==> src/rtl/mdio_pkg.sv <==
package mdio_pkg;
  // Protocol geometry: idle preamble, then the 32-bit command word.
  localparam int PRE_BITS   = 32;
  localparam int CMD_BITS   = 32;
  localparam int FRAME_BITS = PRE_BITS + CMD_BITS;
  localparam int IDX_W      = $clog2(FRAME_BITS);
  localparam int DATA_W     = 16;
  // Frame bit index where a read stops driving (command bit 16) and starts capturing.
  localparam int REL_BIT    = PRE_BITS + (CMD_BITS - 1 - DATA_W);
  localparam int CAP_BIT    = PRE_BITS + (CMD_BITS - DATA_W);
  localparam int OP_HI      = 29;
  localparam int OP_LO      = 28;
  localparam logic [1:0] OP_READ = 2'b10;
  localparam int EVT_POS    = 23;

  localparam logic [1:0] OFS_DATA  = 2'd0;
  localparam logic [1:0] OFS_SPEED = 2'd1;
  localparam logic [1:0] OFS_EVENT = 2'd2;

  // Control-to-datapath strobes.
  typedef struct packed {
    logic load;      // accept command, begin frame
    logic shift;     // advance command shifter (at clock fall)
    logic sample;    // clock rises on this edge
    logic done;      // last half period ends
    logic active;    // frame in progress
    logic preamble;  // sending idle ones
    logic relPhase;  // second turnaround bit onward
    logic capPhase;  // data phase
  } mdioStrobe_t;
endpackage

==> src/rtl/mdio_ctrl.sv <==
module mdio_ctrl
  import mdio_pkg::*;
#(
  parameter int SPD_W = 6
) (
  input  logic              clk,
  input  logic              rstN,
  input  logic              startReq,
  input  logic [SPD_W-1:0]  speedVal,
  output mdioStrobe_t       stb,
  output logic              mdc
);
  logic             busy;
  logic             mdcHigh;
  logic [SPD_W-1:0] divCnt;
  logic [SPD_W-1:0] spdQ;
  logic [IDX_W-1:0] bitIdx;
  logic             halfEnd;
  logic             lastBit;
  logic             advance;

  always_comb begin
    halfEnd      = busy && (divCnt == spdQ - SPD_W'(1));
    lastBit      = (bitIdx == IDX_W'(FRAME_BITS - 1));
    advance      = halfEnd && mdcHigh;
    stb.load     = startReq && !busy && (speedVal != '0);
    stb.shift    = advance && !lastBit && (bitIdx >= IDX_W'(PRE_BITS));
    stb.sample   = halfEnd && !mdcHigh;
    stb.done     = advance && lastBit;
    stb.active   = busy;
    stb.preamble = busy && (bitIdx < IDX_W'(PRE_BITS));
    stb.relPhase = busy && (bitIdx >= IDX_W'(REL_BIT));
    stb.capPhase = busy && (bitIdx >= IDX_W'(CAP_BIT));
  end

  always_ff @(posedge clk or negedge rstN) begin
    if (!rstN) begin
      busy    <= 1'b0;
      mdcHigh <= 1'b0;
      divCnt  <= '0;
      spdQ    <= '0;
      bitIdx  <= '0;
    end else if (stb.load) begin
      busy    <= 1'b1;
      mdcHigh <= 1'b0;
      divCnt  <= '0;
      spdQ    <= speedVal;
      bitIdx  <= '0;
    end else if (busy) begin
      if (halfEnd) begin
        divCnt  <= '0;
        mdcHigh <= !mdcHigh;
        if (advance) begin
          if (lastBit) busy <= 1'b0;
          else         bitIdx <= bitIdx + IDX_W'(1);
        end
      end else begin
        divCnt <= divCnt + SPD_W'(1);
      end
    end
  end

  assign mdc = mdcHigh;
endmodule

==> src/rtl/mdio_datapath.sv <==
module mdio_datapath
  import mdio_pkg::*;
#(
  parameter int SPD_W = 6
) (
  input  logic              clk,
  input  logic              rstN,
  input  mdioStrobe_t       stb,
  input  logic              busWrEn,
  input  logic [1:0]        busAddr,
  input  logic [31:0]       busWrData,
  input  logic              mdioIn,
  output logic [31:0]       busRdData,
  output logic [SPD_W-1:0]  speedVal,
  output logic              startReq,
  output logic              eventFlag,
  output logic              mdioOut,
  output logic              mdioOe
);
  logic [CMD_BITS-1:0] dataReg;
  logic [CMD_BITS-1:0] shReg;
  logic [SPD_W-1:0]    speedReg;
  logic                evtReg;
  logic                isRead;
  logic                wrData;
  logic                wrSpeed;
  logic                wrEvent;

  assign wrData  = busWrEn && (busAddr == OFS_DATA);
  assign wrSpeed = busWrEn && (busAddr == OFS_SPEED);
  assign wrEvent = busWrEn && (busAddr == OFS_EVENT);
  assign startReq = wrData;

  always_ff @(posedge clk or negedge rstN) begin
    if (!rstN) begin
      dataReg <= '0;
      shReg   <= '0;
      isRead  <= 1'b0;
    end else if (stb.load) begin
      dataReg <= busWrData;
      shReg   <= busWrData;
      isRead  <= (busWrData[OP_HI:OP_LO] == OP_READ);
    end else begin
      if (stb.shift) shReg <= {shReg[CMD_BITS-2:0], 1'b0};
      if (stb.sample && stb.capPhase && isRead)
        dataReg[DATA_W-1:0] <= {dataReg[DATA_W-2:0], mdioIn};
    end
  end

  always_ff @(posedge clk or negedge rstN) begin
    if (!rstN)        speedReg <= '0;
    else if (wrSpeed) speedReg <= busWrData[SPD_W-1:0];
  end

  always_ff @(posedge clk or negedge rstN) begin
    if (!rstN)                              evtReg <= 1'b0;
    else if (stb.done)                      evtReg <= 1'b1;
    else if (wrEvent && busWrData[EVT_POS]) evtReg <= 1'b0;
  end

  always_comb begin
    busRdData = '0;
    unique case (busAddr)
      OFS_DATA:  busRdData = dataReg;
      OFS_SPEED: busRdData[SPD_W-1:0] = speedReg;
      OFS_EVENT: busRdData[EVT_POS] = evtReg;
      default:   busRdData = '0;
    endcase
  end

  assign speedVal  = speedReg;
  assign eventFlag = evtReg;
  assign mdioOe    = stb.active && !(isRead && stb.relPhase);
  assign mdioOut   = (!stb.active || stb.preamble) ? 1'b1 : shReg[CMD_BITS-1];
endmodule

==> src/rtl/mdio_master.sv <==
module mdio_master
  import mdio_pkg::*;
#(
  parameter int SPD_W = 6
) (
  input  logic        clk,
  input  logic        rstN,
  input  logic        busWrEn,
  input  logic [1:0]  busAddr,
  input  logic [31:0] busWrData,
  output logic [31:0] busRdData,
  output logic        mdc,
  input  logic        mdioIn,
  output logic        mdioOut,
  output logic        mdioOe
);
  mdioStrobe_t      stb;
  logic [SPD_W-1:0] speedVal;
  logic             startReq;
  logic             eventFlag;

  mdio_ctrl #(.SPD_W(SPD_W)) u_ctrl (
    .clk      (clk),
    .rstN     (rstN),
    .startReq (startReq),
    .speedVal (speedVal),
    .stb      (stb),
    .mdc      (mdc)
  );

  mdio_datapath #(.SPD_W(SPD_W)) u_dp (
    .clk       (clk),
    .rstN      (rstN),
    .stb       (stb),
    .busWrEn   (busWrEn),
    .busAddr   (busAddr),
    .busWrData (busWrData),
    .mdioIn    (mdioIn),
    .busRdData (busRdData),
    .speedVal  (speedVal),
    .startReq  (startReq),
    .eventFlag (eventFlag),
    .mdioOut   (mdioOut),
    .mdioOe    (mdioOe)
  );
endmodule

==> config.mk <==
export PLATFORM = sky130hd
export DESIGN_NAME = mdio_master
export DESIGN_NICKNAME = d
export VERILOG_FILES = /design/src/rtl/mdio_pkg.sv /design/src/rtl/mdio_ctrl.sv /design/src/rtl/mdio_datapath.sv /design/src/rtl/mdio_master.sv
export SDC_FILE = /design/constraint.sdc
export NUM_CORES = 1
export LEC_CHECK = 0
export CORE_MARGIN = 3
export CORE_UTILIZATION = 54
export DETAILED_ROUTE_END_ITERATION = 10
export GPL_ROUTABILITY_DRIVEN = 0
export PLACE_DENSITY = 0.9
export SYNTH_ARGS = -nofsm -noshare
export SYNTH_HDL_FRONTEND = slang
export SYNTH_SLANG_ARGS = --single-unit
==> constraint.sdc <==
create_clock -name clk -period 2.6 [get_ports clk]
set_input_delay 0.26 -clock clk [delete_from_list [all_inputs] [get_ports clk]]
set_output_delay 0.26 -clock clk [all_outputs]
set_load 0.01 [all_outputs]
==> results of run 1 <==
==> synthesized netlist by cell type, drive strengths merged (16+ instances only) <==
master,number,area (um2)
dfrtp,92,2300
nand2,60,225
and2,42,263
a221o,28,280
o211ai,23,173
clkbuf,22,82.6
nand3,22,110
nor2,22,85.1
buf,19,124
a31oi,18,119
nand4,18,113
a21o,16,120
==> cells by family after synthesis <==
group,after synthesis
flip-flops,92
AO/OA/AOI/OAI,118
AND/OR/NAND/NOR,188
adder cells (fa/ha/maj),4
XOR/XNOR,7
buffers and inverters,46
multiplexers,15
==> power groups by stage <==
stage | logic [uW] | registers (uW) | clock network, uW
final | 2300 | 2590 | 1020
after detailed placement | 2260 | 2580 | 0
after global placement | 2140 | 2560 | 0
after CTS | 2290 | 2570 | 1030
after floorplan | 1580 | 2420 | 0
after global routing | 2520 | 2660 | 1080
==> registers in the layout, summed over array words and instances (netlist names) <==
signal and cells:
u_ctrl.mdc 1, u_dp.isRead 1, u_ctrl.spdQ 6, u_dp.speedVal 6, u_dp.shReg 32, u_dp.eventFlag 1, u_dp.dataReg 32, u_ctrl.bitIdx 6
u_ctrl.busy 1, u_ctrl.divCnt 6
==> worst max-delay path, cell delays in order, from the launching register on <==
cell     delay, ns
dfrtp_1       0.43
inv_1         0.08
ha_1          0.31
xnor2_1       0.17
nor4b_1       0.46
o211a_1       0.56
nand4_1       0.20
nand3_1       0.14
==> through the flow <==
| stage | hold WS, ns | instances | setup WS (ns) | area (um2) |
|---|---|---|---|---|
| after floorplan | -0.0356 | 470 | 0.492 | 4700 |
| after global placement | 0.342 | 628 | 0.204 | 5570 |
| after detailed placement | 0.346 | 628 | 0.144 | 5570 |
| after CTS | 0.473 | 645 | 0.124 | 5790 |
| final | 0.471 | 645 | 0.180 | 5800 |
| after global routing | 0.490 | 645 | 0.0760 | 5800 |
==> final timing paths <==
kind	startpoint	cells past startpoint	endpoint	slack [ns]
hold reg to reg	u_dp.dataReg[21]	1	u_dp.dataReg[21]	0.48
hold / removal	rstN	2	u_ctrl.spdQ[4]	0.47
max in group asynchronous	rstN	3	u_dp.dataReg[29]	1.46
setup / recovery	u_ctrl.spdQ[0]	7	u_dp.dataReg[1]	0.18
setup reg to reg	u_ctrl.spdQ[0]	7	u_dp.dataReg[1]	0.18
min in group clk	busWrData[29]	3	u_dp.isRead	0.48
==> metal layers <==
metal | up-vias | routed length [um] | GRT usage
li1 | 1859 | - | -
met1 | 1980 | 4930 | 0.342
met2 | 167 | 5840 | 0.395
met3 | 24 | 853 | 0.0519
met4 | 2 | 204 | 0.0798
met5 | - | 13 | 0
==> timing repair <==
item / CTS / global route
gates resized for setup: 0 / 1
endpoints found under the setup margin: 0 / 16
endpoints found under the hold margin: 53 / 0
hold buffers: 1 / 0
==> area by class of cell <==
cell class,instances,share of cell area
Inverter,5,0.00324
Clock buffer,12,0.0268
Sequential cell,92,0.397
Multi-Input combinational cell,332,0.380
Clock inverter,4,0.00972
Tap cell,105,0.0227
Timing Repair Buffer,95,0.161
==> run summary, run 1 <==
The simple logic cell fraction of the synthesized area is 0.203. The remaining design rule violation count came out at 0. The share of the Yosys chip area taken by registers is 0.489. The proportion of power drawn by combinational gates came out at 0.389. The number of port buffers is 72. For this design the ratio of total power to cell area is 1020 nW/um2.

The sequential cell area in the final layout is 2300 um2. The most common cell after layout, fill and taps aside is dfrtp_1. The number of hold-slack violations in the final timing report came out at 0. The number of diodes added for antenna fixing is 0. The fraction of synthesized cell area in xor and xnor cells is 0.0130. The pin slew with the least headroom to its limit came out at 0.881 ns. The count of cell types in the netlist came out at 46. The largest buffer count on any clock path is 2. In the finished design, the share of the clock period the worst path needs comes to 0.931. The number of flops mapped to enable cells by yosys is 0. The area taken by multi-input logic gates came out at 2200 um2. The share of cells above drive strength 1 came out at 0.0963. The vias after detailed routing came out at 4032. The placeable core area came out at 8340 um2. The number of failing setup endpoints in the final timing report is 0. The final antenna-violating net count is 0. The switching component of the power came out at 2260 uW. The post-synth net total is 512. The clock reaches the later pin of the worst-skew pair after 0.36 ns.

The H-tree was split into 3 levels. The number of vias per cell after detailed routing is 6.25. The worst setup path is launched from a flip-flop. The total of fill cells in the finished design came out at 624. The critical path data arrival time is 2.72 ns.

In this run the clock root is driven by a clkbuf_8. The worst IR drop on VDD came out at 0.000458 V. Of the total power, the clock network draws 0.173. The number of antenna violations at the first check in global routing came to 1.

For this run, the post-layout net count is 577. The total clock sinks is 92. The max capacitance violation total came out at 0. The post-synthesis average cell area came out at 10.0 um2. The core utilization of the finished layout came out at 0.695. The remaining global-route overflow came out at 0.

The power share of the sequential group is 0.438. The first global-routing pass estimated 19800 um of wire. The final clock skew came out at 0.00911 ns.

The wire length after detailed routing came out at 11800 um. In the layout the commonest cells are dfrtp_1, clkdlybuf4s50_1, nand2_1, and2_1, a221o_1. In this run the static leakage power is 0.00257 uW. Headroom to the max-slew limit came out at 0.412.

In the final routed layout, each cell accounts on average for 18.4 um. The adder-cell share of the synthesized area came out at 0.0106. By area, the combinational part of the netlist is dominated by simple AND/OR/NAND/NOR gates. In this run the worst hold path is classified as in -> async. The final sum of negative setup slack is 0 ns. The maximum fanout along the worst path came out at 16. The critical path is of the reg -> reg type.

Setup repair after global routing left no endpoint under its margin. The maximum operating frequency is 413 MHz. The async set-or-reset flop fraction in the synthesized netlist came out at 1.00. Relative to the synthesized area, the layout overhead comes to 23.2%. Clock-pin slew was measured on the worst setup and hold paths at 0.09 ns. The CTS tree is done. In the global route stage, overall resource usage came out at 0.248. In this run the vertical extent of the chip is 99.3 um. The mux contribution to synthesized area is 0.0335.

The summed instance area of the synthesized netlist is 4700 um2. Detailed placement finished with a half-perimeter wire length of 8130 um. The required arrival time at the worst endpoint is 2.89 ns. For this run, the leading register cell type out of synthesis is dfrtp_1. The largest net degree at the start of global routing came out at 55. The floorplan step set the die width to 99.3 um. The flow ran to the end, and the final reports show no timing, DRC or antenna violations. The initial utilization of the core area, before any placement, comes to 0.564. The cell count after synthesis came out at 470. The number of iterations in the first detailed-routing pass came out at 5. The via count of the first global-routing pass is 3958. The first-iteration detailed-routing DRC count came out at 321. The count of boundary I/O pins is 73. The share of the synthesized area in compound gates (AO/OA/AOI/OAI) came to 0.202. In this run, synthesis produced a sequential element count of 92.

The internal portion of total power came out at 3650 uW. The total die area is 9870 um2. The total power consumption of the routed design came out at 5910 uW.

The worst setup path is captured at a flip-flop. The number of slew-limit violations in the final report came to 0. The total number of placement rows came out at 33. The fraction of power spent switching nets came out at 0.382. The post-CTS setup-driven buffer insertion count is 0. During synthesis, Yosys emitted a total of 0 warnings.

The clock buffer count from CTS came out at 9. The clock period minus final worst setup slack is 2.42 ns.
Power figures use the tool's default switching activity.
==> inputs of run 2 (changes only) <==
--- a/config.mk
+++ b/config.mk
@@ -10,6 +10,7 @@
 export DETAILED_ROUTE_END_ITERATION = 10
 export GPL_ROUTABILITY_DRIVEN = 0
 export PLACE_DENSITY = 0.9
+export SKIP_LAST_GASP = 1
 export SYNTH_ARGS = -nofsm -noshare
 export SYNTH_HDL_FRONTEND = slang
 export SYNTH_SLANG_ARGS = --single-unit
==> constraint.sdc (replaced) <==
create_clock -name clk -period 2.6 [get_ports clk]
set_input_delay 0.39 -clock clk [delete_from_list [all_inputs] [get_ports clk]]
set_output_delay 0.39 -clock clk [all_outputs]
set_load 0.01 [all_outputs]
==> run 2 against run 1 <==
Sequential share of layout area increased by 0.069 points. Die area unchanged. First-iteration DRC count up 44%. Non-clock buffer count unchanged. Clock power fell by 5%. Setup slack got worse by 0.066 ns. Combinational power decreased by 2%. Fmax decreased by 2.7%. Clock skew grew 0.0035 ns. Clock-buffer cell count is the same. Largest power group unchanged.
==> run summary, run 2 (synthesis gave the netlist of run 1 again) <==
Result of the run: complete, no violations (unchanged). The remaining design rule violation count is 0 (unchanged). The total of fill cells in the finished design was 611 (was 624). The total clock sinks came to 92 (unchanged). The largest net degree at the start of global routing was 47 (was 55). The number of slew-limit violations in the final report came out at 0 (unchanged). The sequential cell area in the final layout came out at 2300 um2 (unchanged). The worst slew margin relative to its limit came out at 0.512 (was 0.412). The via count of the first global-routing pass came out at 3967 (was 3958). The final antenna-violating net count is 0 (unchanged). The number of failing setup endpoints in the final timing report came to 0 (unchanged).

The CTS tree is done (unchanged). The number of iterations in the first detailed-routing pass came out at 5 (unchanged). The final clock skew is 0.0126 ns (was 0.00911 ns). The placeable core area came out at 8340 um2 (unchanged).

The vias after detailed routing is 4093 (was 4032). The class of the tightest hold or removal check is in -> async (unchanged). The largest buffer count on any clock path is 2 (unchanged). The area taken by multi-input logic gates is 2200 um2 (unchanged).

The global-route wire length before repair is 19300 um (was 19800 um). The number of levels the H-tree was split into was 3 (unchanged). The count of buffering cells on the critical path with inverters included is 4 (was 1).

Critical Path, Cell by Cell: clkdlybuf4s50_1 -> buf_4 -> nor2_1 -> buf_12 -> and2_1 -> clkdlybuf4s50_1 (was inv_1 -> ha_1 -> xnor2_1 -> nor4b_1 -> o211a_1 -> nand4_1 -> nand3_1). The remaining global-route overflow came out at 0 (unchanged). The total routing usage reported by global routing is 0.239 (was 0.248). The number of antenna violations at the first check in global routing is 0 (was 1). The critical path data arrival time is 2.10 ns (was 2.72 ns).

The first-iteration detailed-routing DRC count was 463 (was 321). The number of diodes added for antenna fixing came out at 0 (unchanged). The die width is 99.3 um (unchanged). The clock period minus final worst setup slack was 2.49 ns (was 2.42 ns). The family with the most delay on the worst path was buffers and inverters (was simple AND/OR/NAND/NOR gates). Commonest cells after routing, fill and taps aside: dfrtp_1, clkdlybuf4s50_1, nand2_1, and2_1, a221o_1 (unchanged). Among the stages of the critical path, the cell type that occurs most often is clkdlybuf4s50_1. The number of vias per cell after detailed routing is 6.36 (was 6.25). Largest registers: u_dp.dataReg (32), u_dp.shReg (32) (unchanged). The detailed-route wire length per cell came out at 18.1 um (was 18.4 um).

The placed wire-length estimate is 8110 um (was 8130 um). The post-CTS setup-driven buffer insertion count came out at 0 (unchanged). The kind of end point of the critical path is an output port (was flip-flop). The total die area came out at 9870 um2 (unchanged).

The maximum fanout along the worst path came out at 25 (was 16). The max capacitance violation total is 0 (unchanged). The clock buffer count from CTS is 9 (unchanged). The starting utilization of the core area was 0.564 (unchanged). The most common cell after layout, fill and taps aside was dfrtp_1 (unchanged). The maximum operating frequency came out at 402 MHz (was 413 MHz). The type of the worst setup path is in -> out (was reg -> reg). The vertical die dimension came out at 99.3 um (unchanged). The post-route clock period utilization came out at 0.956 (was 0.931).

The critical path launch point type is an input port (was flip-flop). The number of hold-slack violations in the final timing report is 0 (unchanged). The power per standard cell area came out at 1000 nW/um2 (was 1020 nW/um2). The source-to-sink clock delay at the later pin of the worst-skew pair was 0.35 ns (was 0.36 ns). The count of boundary I/O pins is 73 (unchanged). The clock-pin slew on the worst setup and hold paths came to 0.09 ns (about the same).

The master cell of the clock root buffer is clkbuf_8 (unchanged). RSZ-0062 raised after global routing: no (unchanged). The share of cells above drive strength 1 came out at 0.0946 (was 0.0963). The critical-path cell with the highest stage delay is clkdlybuf4s50_1 (was o211a_1). The final design instance area without fill is 5790 um2 (was 5800 um2). The required arrival time at the worst endpoint is 2.21 ns (was 2.89 ns). The synthesis-to-layout area growth is 23.0% (was 23.2%).

The total cell area at the placement stage is 5590 um2 (was 5570 um2). The worst IR drop on VDD came out at 0.000480 V (was 0.000458 V). The wire length after detailed routing came out at 11700 um (was 11800 um).

The maximum single-stage delay on the critical path is 0.54 ns (was 0.56 ns). The final net count was 577 (unchanged). The pin slew with the least headroom to its limit came out at 0.732 ns (was 0.881 ns). The total leakage power was 0.00257 uW (about the same). The number of port buffers came out at 72 (unchanged).

The total number of placement rows came to 33 (unchanged). The final sum of negative setup slack came out at 0 ns (unchanged).
==> run 2: cell types whose count changed in the layout (fill, tap and decap cells not counted) <==
cell	before	now
buf_12	3	4
clkbuf_1	1	2
clkbuf_8	11	10
clkinvlp_4	2	1
dlygate4sd3_1	1	0
inv_6	0	1
inv_8	1	0
==> run 2: final cells by class <==
type | instances | share of cell area
inverters | 5 | 0.00324
clock buffers | 12 | 0.0251
well taps | 105 | 0.0227
clock inverters | 3 | 0.00800
repair buffers | 95 | 0.163
flip-flops and latches | 92 | 0.398
multi-input cells | 332 | 0.380
==> run 2: power by group <==
part	leakage, uW	switching (uW)	internal, uW	total [uW]
clock	0.0000931	493	471	964
combinational	0.00132	1210	1050	2260
sequential	0.00115	508	2070	2580
==> run 2: per-layer routing <==
layer	wire, um	up-vias	share of wire	track usage
met5	0	-	0	0
met4	169	0	0.014	0.0725
met3	847	19	0.073	0.0435
met2	5730	200	0.49	0.382
met1	4930	2016	0.42	0.334
li1	-	1858	-	-
==> run 2: timing repair <==
item / CTS / global route
hold buffers: 0 / 0
endpoints found under the setup margin: 0 / 5
resized for setup: 0 / 1
==> run 2: stage by stage <==
step	util	hold WS [ns]	total power, uW	std cells	setup WS (ns)
floorplan	-	0.0944	4000	470	0.492
global placement	0.670	0.435	4680	629	0.163
detailed placement	0.670	0.439	4800	629	0.0946
CTS	0.693	0.0510	5790	644	0.0957
global route	0.694	0.0758	6160	644	0.0133
finish	0.694	0.0467	5810	644	0.114
==> run 2: path summary, 6_finish.rpt <==
| path | cells after the start | end | slack, ns | from |
|---|---|---|---|---|
| setup / recovery | 6 | busRdData[22] | 0.11 | busAddr[0] |
| hold / removal | 1 | u_ctrl.spdQ[2] | 0.05 | rstN |
| setup reg to reg | 8 | u_dp.shReg[25] | 0.24 | u_ctrl.spdQ[0] |
| hold reg to reg | 1 | u_dp.dataReg[28] | 0.47 | u_dp.dataReg[28] |
| max in group asynchronous | 2 | u_dp.dataReg[24] | 1.91 | rstN |
| min in group clk | 1 | u_dp.dataReg[28] | 0.47 | u_dp.dataReg[28] |
